===== src/rtl/scan_sel_pkg.sv =====
`timescale 1ns/1ps
package scan_sel_pkg;
  typedef enum logic [3:0] {
    TLR, RTI, SEL_DR, CAP_DR, SH_DR, EX1_DR, PAU_DR, EX2_DR, UPD_DR,
    SEL_IR, CAP_IR, SH_IR, EX1_IR, PAU_IR, EX2_IR, UPD_IR
  } tap_state_t;

  localparam int PATHS   = 4;
  localparam int IDX_W   = $clog2(PATHS);
  localparam int SEL_EN  = IDX_W;
  localparam int SEL_RSV = IDX_W + 1;
  localparam int SEL_LVL = IDX_W + 2;
  localparam int SEL_W   = SEL_LVL + PATHS;

  localparam int CTL_W     = 4;
  localparam int CTL_POL   = 0;
  localparam int CTL_ERREN = 1;
  localparam int CTL_SRST  = 2;
  localparam int CTL_ALT   = 3;

  localparam int IR_W = 3;
  localparam logic [IR_W-1:0] OP_BYPASS  = '1;
  localparam logic [IR_W-1:0] OP_SELECT  = IR_W'(1);
  localparam logic [IR_W-1:0] OP_CONTROL = IR_W'(2);
  localparam logic [IR_W-1:0] IR_CAPTURE = IR_W'(1);

  localparam logic [SEL_W-1:0] SEL_RESET = {{PATHS{1'b1}}, {(SEL_W-PATHS){1'b0}}};
endpackage


===== src/rtl/scan_tap_fsm.sv =====
`timescale 1ns/1ps
module scan_tap_fsm import scan_sel_pkg::*; (
  input  logic       tck,
  input  logic       rst_n,
  input  logic       tms,
  output tap_state_t state
);
  tap_state_t state_d;

  always_comb begin
    state_d = state;
    case (state)
      TLR:     state_d = tms ? TLR    : RTI;
      RTI:     state_d = tms ? SEL_DR : RTI;
      SEL_DR:  state_d = tms ? SEL_IR : CAP_DR;
      CAP_DR:  state_d = tms ? EX1_DR : SH_DR;
      SH_DR:   state_d = tms ? EX1_DR : SH_DR;
      EX1_DR:  state_d = tms ? UPD_DR : PAU_DR;
      PAU_DR:  state_d = tms ? EX2_DR : PAU_DR;
      EX2_DR:  state_d = tms ? UPD_DR : SH_DR;
      UPD_DR:  state_d = tms ? SEL_DR : RTI;
      SEL_IR:  state_d = tms ? TLR    : CAP_IR;
      CAP_IR:  state_d = tms ? EX1_IR : SH_IR;
      SH_IR:   state_d = tms ? EX1_IR : SH_IR;
      EX1_IR:  state_d = tms ? UPD_IR : PAU_IR;
      PAU_IR:  state_d = tms ? EX2_IR : PAU_IR;
      EX2_IR:  state_d = tms ? UPD_IR : SH_IR;
      UPD_IR:  state_d = tms ? SEL_DR : RTI;
      default: state_d = TLR;
    endcase
  end

  always_ff @(posedge tck or negedge rst_n) begin
    if (!rst_n) state <= TLR;
    else        state <= state_d;
  end

  // checker: count consecutive mode-select highs
  logic [2:0] hi_cnt;
  always_ff @(posedge tck or negedge rst_n) begin
    if (!rst_n)               hi_cnt <= '0;
    else if (!tms)            hi_cnt <= '0;
    else if (hi_cnt != 3'd4)  hi_cnt <= hi_cnt + 3'd1;
  end

  assert_five_high_R9: assert property (@(posedge tck) disable iff (!rst_n)
    (tms && hi_cnt == 3'd4) |=> state == TLR);
endmodule


===== src/rtl/scan_sel_regs.sv =====
`timescale 1ns/1ps
module scan_sel_regs import scan_sel_pkg::*; (
  input  logic             tck,
  input  logic             rst_n,
  input  logic             tdi,
  input  tap_state_t       state,
  output logic [IR_W-1:0]  ir_q,
  output logic [SEL_W-1:0] sel_q,
  output logic [CTL_W-1:0] ctl_q,
  output logic             ir_bad,
  output logic             dev_so
);
  logic [IR_W-1:0]  ir_sr, ir_sr_d, ir_d;
  logic [SEL_W-1:0] sel_sr, sel_sr_d, sel_d;
  logic [CTL_W-1:0] ctl_sr, ctl_sr_d, ctl_d;
  logic             byp_q, byp_d;
  logic             pick_sel, pick_ctl, in_ir_col;

  assign pick_sel  = (ir_q == OP_SELECT);
  assign pick_ctl  = (ir_q == OP_CONTROL);
  assign ir_bad    = !(pick_sel || pick_ctl || ir_q == OP_BYPASS);
  assign in_ir_col = state inside {CAP_IR, SH_IR, EX1_IR, PAU_IR, EX2_IR, UPD_IR};

  // shift stages: next state
  always_comb begin
    ir_sr_d  = ir_sr;
    sel_sr_d = sel_sr;
    ctl_sr_d = ctl_sr;
    byp_d    = byp_q;
    case (state)
      CAP_IR: ir_sr_d = IR_CAPTURE;
      SH_IR:  ir_sr_d = {tdi, ir_sr[IR_W-1:1]};
      CAP_DR: begin
        byp_d = 1'b0;
        if (pick_sel) sel_sr_d = sel_q;
        if (pick_ctl) ctl_sr_d = ctl_q;
      end
      SH_DR: begin
        byp_d = tdi;
        if (pick_sel) sel_sr_d = {tdi, sel_sr[SEL_W-1:1]};
        if (pick_ctl) ctl_sr_d = {tdi, ctl_sr[CTL_W-1:1]};
      end
      default: ;
    endcase
  end

  always_ff @(posedge tck or negedge rst_n) begin
    if (!rst_n) begin
      ir_sr  <= IR_CAPTURE;
      sel_sr <= '0;
      ctl_sr <= '0;
      byp_q  <= 1'b0;
    end else begin
      ir_sr  <= ir_sr_d;
      sel_sr <= sel_sr_d;
      ctl_sr <= ctl_sr_d;
      byp_q  <= byp_d;
    end
  end

  // update stages: next state, applied on the falling edge
  always_comb begin
    ir_d  = ir_q;
    sel_d = sel_q;
    ctl_d = ctl_q;
    if (state == TLR) begin
      ir_d  = OP_BYPASS;
      sel_d = SEL_RESET;
      ctl_d = '0;
    end else if (state == UPD_IR) begin
      ir_d = ir_sr;
    end else if (state == UPD_DR) begin
      if (pick_sel) sel_d = sel_sr;
      if (pick_ctl) ctl_d = ctl_sr;
    end
  end

  always_ff @(negedge tck or negedge rst_n) begin
    if (!rst_n) begin
      ir_q  <= OP_BYPASS;
      sel_q <= SEL_RESET;
      ctl_q <= '0;
    end else begin
      ir_q  <= ir_d;
      sel_q <= sel_d;
      ctl_q <= ctl_d;
    end
  end

  always_comb begin
    if (in_ir_col)     dev_so = ir_sr[0];
    else if (pick_sel) dev_so = sel_sr[0];
    else if (pick_ctl) dev_so = ctl_sr[0];
    else               dev_so = byp_q;
  end

  assert_sel_hold_R3: assert property (@(posedge tck) disable iff (!rst_n)
    !$stable(sel_q) |-> (state == UPD_DR || state == TLR));

  assert_ir_hold_R10: assert property (@(posedge tck) disable iff (!rst_n)
    !$stable(ir_q) |-> (state == UPD_IR || state == TLR));
endmodule


===== src/rtl/scan_sel_route.sv =====
`timescale 1ns/1ps
module scan_sel_route import scan_sel_pkg::*; (
  input  logic             tck,
  input  logic             rst_n,
  input  tap_state_t       state,
  input  logic             tms,
  input  logic             alt_tms,
  input  logic [SEL_W-1:0] sel_q,
  input  logic [CTL_W-1:0] ctl_q,
  input  logic             ir_bad,
  input  logic             dev_so,
  input  logic             sec_tdi,
  output logic [PATHS-1:0] sec_tms,
  output logic             sec_tdo,
  output logic             tdo,
  output logic             err_n,
  output logic             cond
);
  logic             route_on, sel_bad, src, flag;
  logic [IDX_W-1:0] idx;
  logic [PATHS-1:0] lvl;
  logic             ret_q;
  logic             tdo_d, err_d, cond_d;

  assign sel_bad  = sel_q[SEL_RSV];
  assign route_on = sel_q[SEL_EN] & ~sel_bad;
  assign idx      = sel_q[IDX_W-1:0];
  assign lvl      = sel_q[SEL_LVL +: PATHS];
  assign src      = ctl_q[CTL_ALT] ? alt_tms : tms;

  for (genvar p = 0; p < PATHS; p++) begin : g_path
    assign sec_tms[p] = (route_on && idx == IDX_W'(p)) ? src : lvl[p];
  end

  // retiming stage for data returning from the spliced path
  always_ff @(posedge tck or negedge rst_n) begin
    if (!rst_n) ret_q <= 1'b0;
    else        ret_q <= sec_tdi;
  end

  assign flag   = ctl_q[CTL_ERREN] & (ir_bad | sel_bad);
  assign tdo_d  = route_on ? ret_q : dev_so;
  assign err_d  = ~(state == PAU_DR && sel_bad);
  assign cond_d = ctl_q[CTL_POL] ? flag : ~flag;

  always_ff @(negedge tck or negedge rst_n) begin
    if (!rst_n) begin
      tdo     <= 1'b0;
      sec_tdo <= 1'b0;
      err_n   <= 1'b1;
      cond    <= 1'b1;
    end else begin
      tdo     <= tdo_d;
      sec_tdo <= dev_so;
      err_n   <= err_d;
      cond    <= cond_d;
    end
  end

  assert_one_follows_R2: assert property (@(posedge tck) disable iff (!rst_n)
    $countones(sec_tms ^ lvl) <= 1);

  assert_err_in_pause_R4: assert property (@(posedge tck) disable iff (!rst_n)
    !err_n |-> (state == PAU_DR && sel_bad));

  assert_cond_quiet_R7: assert property (@(posedge tck) disable iff (!rst_n)
    (!ctl_q[CTL_ERREN] && $stable(ctl_q)) |-> (cond == !ctl_q[CTL_POL]));
endmodule


===== src/rtl/scan_path_sel.sv =====
`timescale 1ns/1ps
module scan_path_sel import scan_sel_pkg::*; (
  input  logic             tck,
  input  logic             trst_n,
  input  logic             tms,
  input  logic             alt_tms,
  input  logic             tdi,
  output logic             tdo,
  output logic             sec_tck,
  output logic [PATHS-1:0] sec_tms,
  output logic             sec_tdo,
  input  logic             sec_tdi,
  output logic             sec_trst_n,
  output logic             err_n,
  output logic             cond
);
  logic [1:0]       rs_q;
  logic             rst_n;
  tap_state_t       state;
  logic [IR_W-1:0]  ir_q;
  logic [SEL_W-1:0] sel_q;
  logic [CTL_W-1:0] ctl_q;
  logic             ir_bad, dev_so;

  // reset asserts at once, releases after two rising edges
  always_ff @(posedge tck or negedge trst_n) begin
    if (!trst_n) rs_q <= '0;
    else         rs_q <= {rs_q[0], 1'b1};
  end
  assign rst_n = rs_q[1];

  assign sec_tck    = tck;
  assign sec_trst_n = trst_n & ~ctl_q[CTL_SRST];

  scan_tap_fsm u_fsm (
    .tck   (tck),
    .rst_n (rst_n),
    .tms   (tms),
    .state (state)
  );

  scan_sel_regs u_regs (
    .tck    (tck),
    .rst_n  (rst_n),
    .tdi    (tdi),
    .state  (state),
    .ir_q   (ir_q),
    .sel_q  (sel_q),
    .ctl_q  (ctl_q),
    .ir_bad (ir_bad),
    .dev_so (dev_so)
  );

  scan_sel_route u_route (
    .tck     (tck),
    .rst_n   (rst_n),
    .state   (state),
    .tms     (tms),
    .alt_tms (alt_tms),
    .sel_q   (sel_q),
    .ctl_q   (ctl_q),
    .ir_bad  (ir_bad),
    .dev_so  (dev_so),
    .sec_tdi (sec_tdi),
    .sec_tms (sec_tms),
    .sec_tdo (sec_tdo),
    .tdo     (tdo),
    .err_n   (err_n),
    .cond    (cond)
  );

  assert_sec_reset_R6: assert property (@(posedge tck) disable iff (!rst_n)
    (ctl_q[CTL_SRST] && $stable(ctl_q)) |-> !sec_trst_n);
endmodule


===== config.mk =====
export PLATFORM = sky130hd
export DESIGN_NAME = scan_path_sel
export DESIGN_NICKNAME = d
export VERILOG_FILES = /design/src/rtl/scan_sel_pkg.sv /design/src/rtl/scan_tap_fsm.sv /design/src/rtl/scan_sel_regs.sv /design/src/rtl/scan_sel_route.sv /design/src/rtl/scan_path_sel.sv
export SDC_FILE = /design/constraint.sdc
export NUM_CORES = 1
export LEC_CHECK = 0
export ABC_AREA = 1
export BUFFER_PORTS_ARGS = -buffer_cell sky130_fd_sc_hd__buf_2
export CAP_MARGIN = 0
export CORE_ASPECT_RATIO = 0.6
export CORE_MARGIN = 5
export CORE_UTILIZATION = 53
export CTS_CLUSTER_SIZE = 24
export DETAILED_ROUTE_END_ITERATION = 7
export GPL_ROUTABILITY_DRIVEN = 0
export PLACE_DENSITY_LB_ADDON = 0.05
export SLEW_MARGIN = 0
export SYNTH_ARGS = -nofsm -noshare
export SYNTH_HDL_FRONTEND = slang
export SYNTH_SLANG_ARGS = --single-unit

===== constraint.sdc =====
create_clock -name tck -period 1.2 [get_ports tck]
set_input_delay 0.12 -clock tck [delete_from_list [all_inputs] [get_ports tck]]
set_output_delay 0.12 -clock tck [all_outputs]
set_load 0.1 [all_outputs]

==> results of run 1 <==
## cell usage after synthesis
cell type / n / share of area, %
buf_4: 2 / 0.70
a21boi_0: 1 / 0.35
a21oi_2: 1 / 0.41
o22ai_1: 3 / 0.87
nor3_1: 4 / 0.93
a31oi_1: 1 / 0.29
o21ai_0: 29 / 6.7
a22oi_1: 2 / 0.70
nor2_4: 3 / 1.6
nand4_1: 2 / 0.58
inv_1: 42 / 7.3
nor2_1: 22 / 3.8
buf_2: 1 / 0.23
dfrtp_1: 22 / 26
dfstp_2: 10 / 12
dfrtn_1: 10 / 12
conb_1: 1 / 0.17
nand2_2: 3 / 0.87
buf_6: 2 / 1.0
o21ai_1: 6 / 1.4
a21oi_1: 14 / 3.3
nand2_1: 61 / 11
a21oi_4: 1 / 0.75
nand3b_1: 1 / 0.35
inv_2: 2 / 0.35
nand3_1: 19 / 4.4
nor2_8: 2 / 1.9
o21ai_2: 2 / 0.81
nor2_2: 1 / 0.29
## cells by family after synthesis
group / after synthesis
flops: 42
simple gates: 118
buf+inv: 49
compound gates: 60
other cells: 1
## stage by stage
stage / TNS (ps) / hold WS, ps / setup WS [ps] / area, µm²
2_1_floorplan: -21420 / -176 / -968 / 2340
3_3_place_gp: -20380 / -88.0 / -666 / 3080
3_5_place_dp: -21520 / -85.3 / -690 / 3080
4_1_cts: -27040 / 2.20 / -1060 / 3740
## timing repair
action,CTS
gates resized for setup,86
buffers inserted,16
hold buffers,2
setup endpoints to repair,49
pin swaps,25
endpoints found under the hold margin,3
cloned,2
==> metrics, run 1 <==
pin count of the biggest net entering global routing=21; IO buf count=15; largest family of logic cells by synthesized area=simple AND/OR/NAND/NOR gates; mapped cell area=roughly 2200 µm²; Rows=18; worst endpoint type=top-level output; yosys warns=0; register area share after synthesis=49.3%; simple-gate share of the synthesized area=25.3%; dpl cells=between 300 and 400; syn nets=between 200 and 300; DIE WIDTH=between 90 and 100 µm; Synth Instances=270; post-DP HPWL=approximately 4600 µm; post-GRT worst EP=sec_tms[3]; Stopped at=5_1_grt; Starting Density=between 50 and 60%; chip height=approximately 59 µm; fraction of synthesized area in multiplexers=0%; Post-Synth Adder-Cell Area=0%; I/O Pins=16; outcome=aborted with a tool error; FF+latch count, synth=42; post-synthesis compound-gate area fraction=about 16%; xor and xnor fraction of the mapped netlist area=0%; Cell variety after synth=29; Mean Syn Cell Area=roughly 8 µm²; stop err=[ERROR DPL-0038] Utilization greater than 100%, impossible to legalize
==> run 2, diff against run 1 <==
--- a/config.mk
+++ b/config.mk
@@ -8,13 +8,11 @@
 export ABC_AREA = 1
 export BUFFER_PORTS_ARGS = -buffer_cell sky130_fd_sc_hd__buf_2
 export CAP_MARGIN = 0
-export CORE_ASPECT_RATIO = 0.6
 export CORE_MARGIN = 5
-export CORE_UTILIZATION = 53
-export CTS_CLUSTER_SIZE = 24
+export CORE_UTILIZATION = 40
 export DETAILED_ROUTE_END_ITERATION = 7
 export GPL_ROUTABILITY_DRIVEN = 0
-export PLACE_DENSITY_LB_ADDON = 0.05
+export PLACE_DENSITY_LB_ADDON = 0.15
 export SLEW_MARGIN = 0
 export SYNTH_ARGS = -nofsm -noshare
 export SYNTH_HDL_FRONTEND = slang
==> constraint.sdc (replaced) <==
create_clock -name tck -period 1.55 [get_ports tck]
set_input_delay 0.155 -clock tck [delete_from_list [all_inputs] [get_ports tck]]
set_output_delay 0.155 -clock tck [all_outputs]
set_load 0.1 [all_outputs]
==> metrics, run 2 <==
most frequent cells in the layout=buf_4 (51), nand2_1 (46), inv_1 (36); Worst setup EP type=output pin; DRT iter0 DRCs=roughly 230; Regs by FF count=u_regs.sel_q x8, u_regs.sel_sr x8; post-layout utilization of the core=a little over 70%; Max Fanout on Critical Path=4; ys flop type=dfrtp_1; placed inst area=3030 µm²; routed vias=between 2000 and 2500; total gr overflow=0; syn nets=roughly 280; final hold violation count=0; Req. time, crit path=between 1000 and 1500 ps; Pre-antenna DRT Iters=4; critical path type=reg2out; P per Cell Area=2010 nW/µm²; largest cells by area after synthesis=dfrtp_1 (26%), dfstp_2 (12%), dfrtn_1 (12%), nand2_1 (11%), inv_1 (7.3%); DRC violations left=0; Worst Skew=roughly 74 ps; overall die area=approximately 7000 µm²; share of cells above drive strength 1=between 50% and 60%; sw frac=a little under half; DIE WIDTH=around 83 µm; Rows=26; post-DP HPWL=4040 µm; Cell variety after synth=29; NetSw=~3.4 mW; CTS clk-pin slew, worst paths=roughly 80 ps; Synth Instances=270; via density per instance=4.98; Mean Syn Cell Area=7.98 µm²; count leader, synth=nand2_1; RSZ-0062 raised after global routing=true; startpoint types=register; n_diodes=0; FF+latch count, synth=42; Hold Path Origin=tms; vias in the first global route=between 2000 and 2500; Area Overhead vs Synth=70.7%; Fin Hold WS=approximately 25 ps; yosys warns=0; reg2reg setup slack=-470 ps; first-pass GRT wire length=10700 µm; mapped cell area=between 2000 and 2500 µm²; post-synthesis async set-or-reset flop share=100%; I/O Pins=16; # nets final=about 380; top-area cell type share of the netlist area=approximately a quarter; initial antenna violation count=0; Clk pwr share=roughly 18%; Routed WL per cell=14.0 µm; IO buf count=15; outcome=finished, violations left; Lkg Pwr=about 1.8 nW; pin count of the biggest net entering global routing=41; Critical Path Start=u_regs.ctl_q[3]; Hold Crit Class=in2reg; chip height=roughly 83 µm; cell area after layout=~3700 µm²; FF-to-FF Start=u_regs.ir_q[0]; Starting Density=around two fifths; CP Data Arrival Time=about 2300 ps; leading area contributor after synthesis=dfrtp_1; Post-synth top cells=nand2_1 (61), inv_1 (42), o21ai_0 (29); latest clock arrival within the worst-skew pair=about 470 ps; Reg power frac=21.7%; GRT Util Overall=a little under a fifth; CTS tree=built; Post-synth EDFFs=0; max_cap viols=0; register area share after synthesis=between 40% and 50%; most common cell after layout, fill and taps aside=buf_4; Setup WS post-layout=-911 ps; Cell Int Power=around 4 mW; Post-DRT Antenna Nets=0; Setup Viol. Count Final=40; Core ar.=~5200 µm²; peak supply drop=between 1.5 and 2 mV; max-slew violation count=0; violated checks=negative setup slack; Comb pwr share=about 61%; final wirelength=~6200 µm
==> run 2: cell counts after synthesis <==
No cell type changed its count.
==> run 2: final timing paths <==
check,depth (start not counted),endpoint
setup reg to reg,5,u_regs.sel_sr[5]
hold / removal,3,u_fsm.state[0]
max in group asynchronous,1,u_regs.ir_q[0]
setup / recovery,6,sec_tms[0]
min in group asynchronous,2,rs_q[0]
hold reg to reg,1,u_regs.sel_sr[2]
==> run 2: cells by family (layout without fill, tap and decap cells) <==
group / count (synthesis) / after routing / synth area share [%]
AO/OA/AOI/OAI: 60 / 60 / 15.6
buffers and inverters: 49 / 151 / 9.63
flip-flops: 42 / 42 / 49.3
other: 1 / 1 / 0.174
AND/OR/NAND/NOR: 118 / 120 / 25.3
==> run 2: final cells by class <==
class / instances / area, µm²
clock buffer: 10 / 129
clock inverter: 11 / 58.8
fill: 376 / 1490
inverter: 43 / 181
multi-input combinational: 181 / 1260
sequential: 42 / 1070
tap: 70 / 87.6
timing repair buffer: 87 / 886
==> run 2: what timing repair did <==
| action | 4_1_cts | 5_1_grt |
|---|---|---|
| endpoints found under the hold margin | 3 | 0 |
| hold buffers | 2 | 0 |
| buffers inserted | 12 | 9 |
| pin swaps | 17 | 17 |
| endpoints found under the setup margin | 39 | 41 |
| resized for setup | 45 | 36 |
| gates cloned | 3 | 0 |
==> run 2: power by group through the flow <==
stage	registers, mW	clock network, mW	logic [mW]
6_report	1.61	1.32	4.48
5_1_grt	1.64	1.44	4.76
4_1_cts	1.61	1.36	4.15
3_5_place_dp	1.62	0.267	3.43
3_3_place_gp	1.60	0.267	3.41
2_1_floorplan	1.93	0.283	1.73
==> run 2: per-layer routing <==
metal,wire length [µm],vias up,GRT usage (%)
li1,-,1074,-
met1,2630,1074,22.7
met5,0,-,0
met4,59,0,6.58
met3,325,7,5.05
met2,3210,56,32.9
==> run 2: critical path: stages, from the launching register on <==
cell and delay, ps:
dfrtn_1 410, inv_2 50, nand2_1 50, o21ai_1 90
buf_6 160, a21oi_4 170, buf_12 190
==> run 2: per-stage QoR <==
step,worst slack [ps],total power [mW],TNS [ps],std cells
after CTS,-915,7.11,-17960,438
after global routing,-990,7.84,-20520,444
after global placement,-494,5.27,-12420,402
after floorplan,-828,3.94,-14910,270
final,-911,7.41,-18040,444
after detailed placement,-521,5.32,-13010,402
No activity file was read; power rests on OpenSTA's default activity.
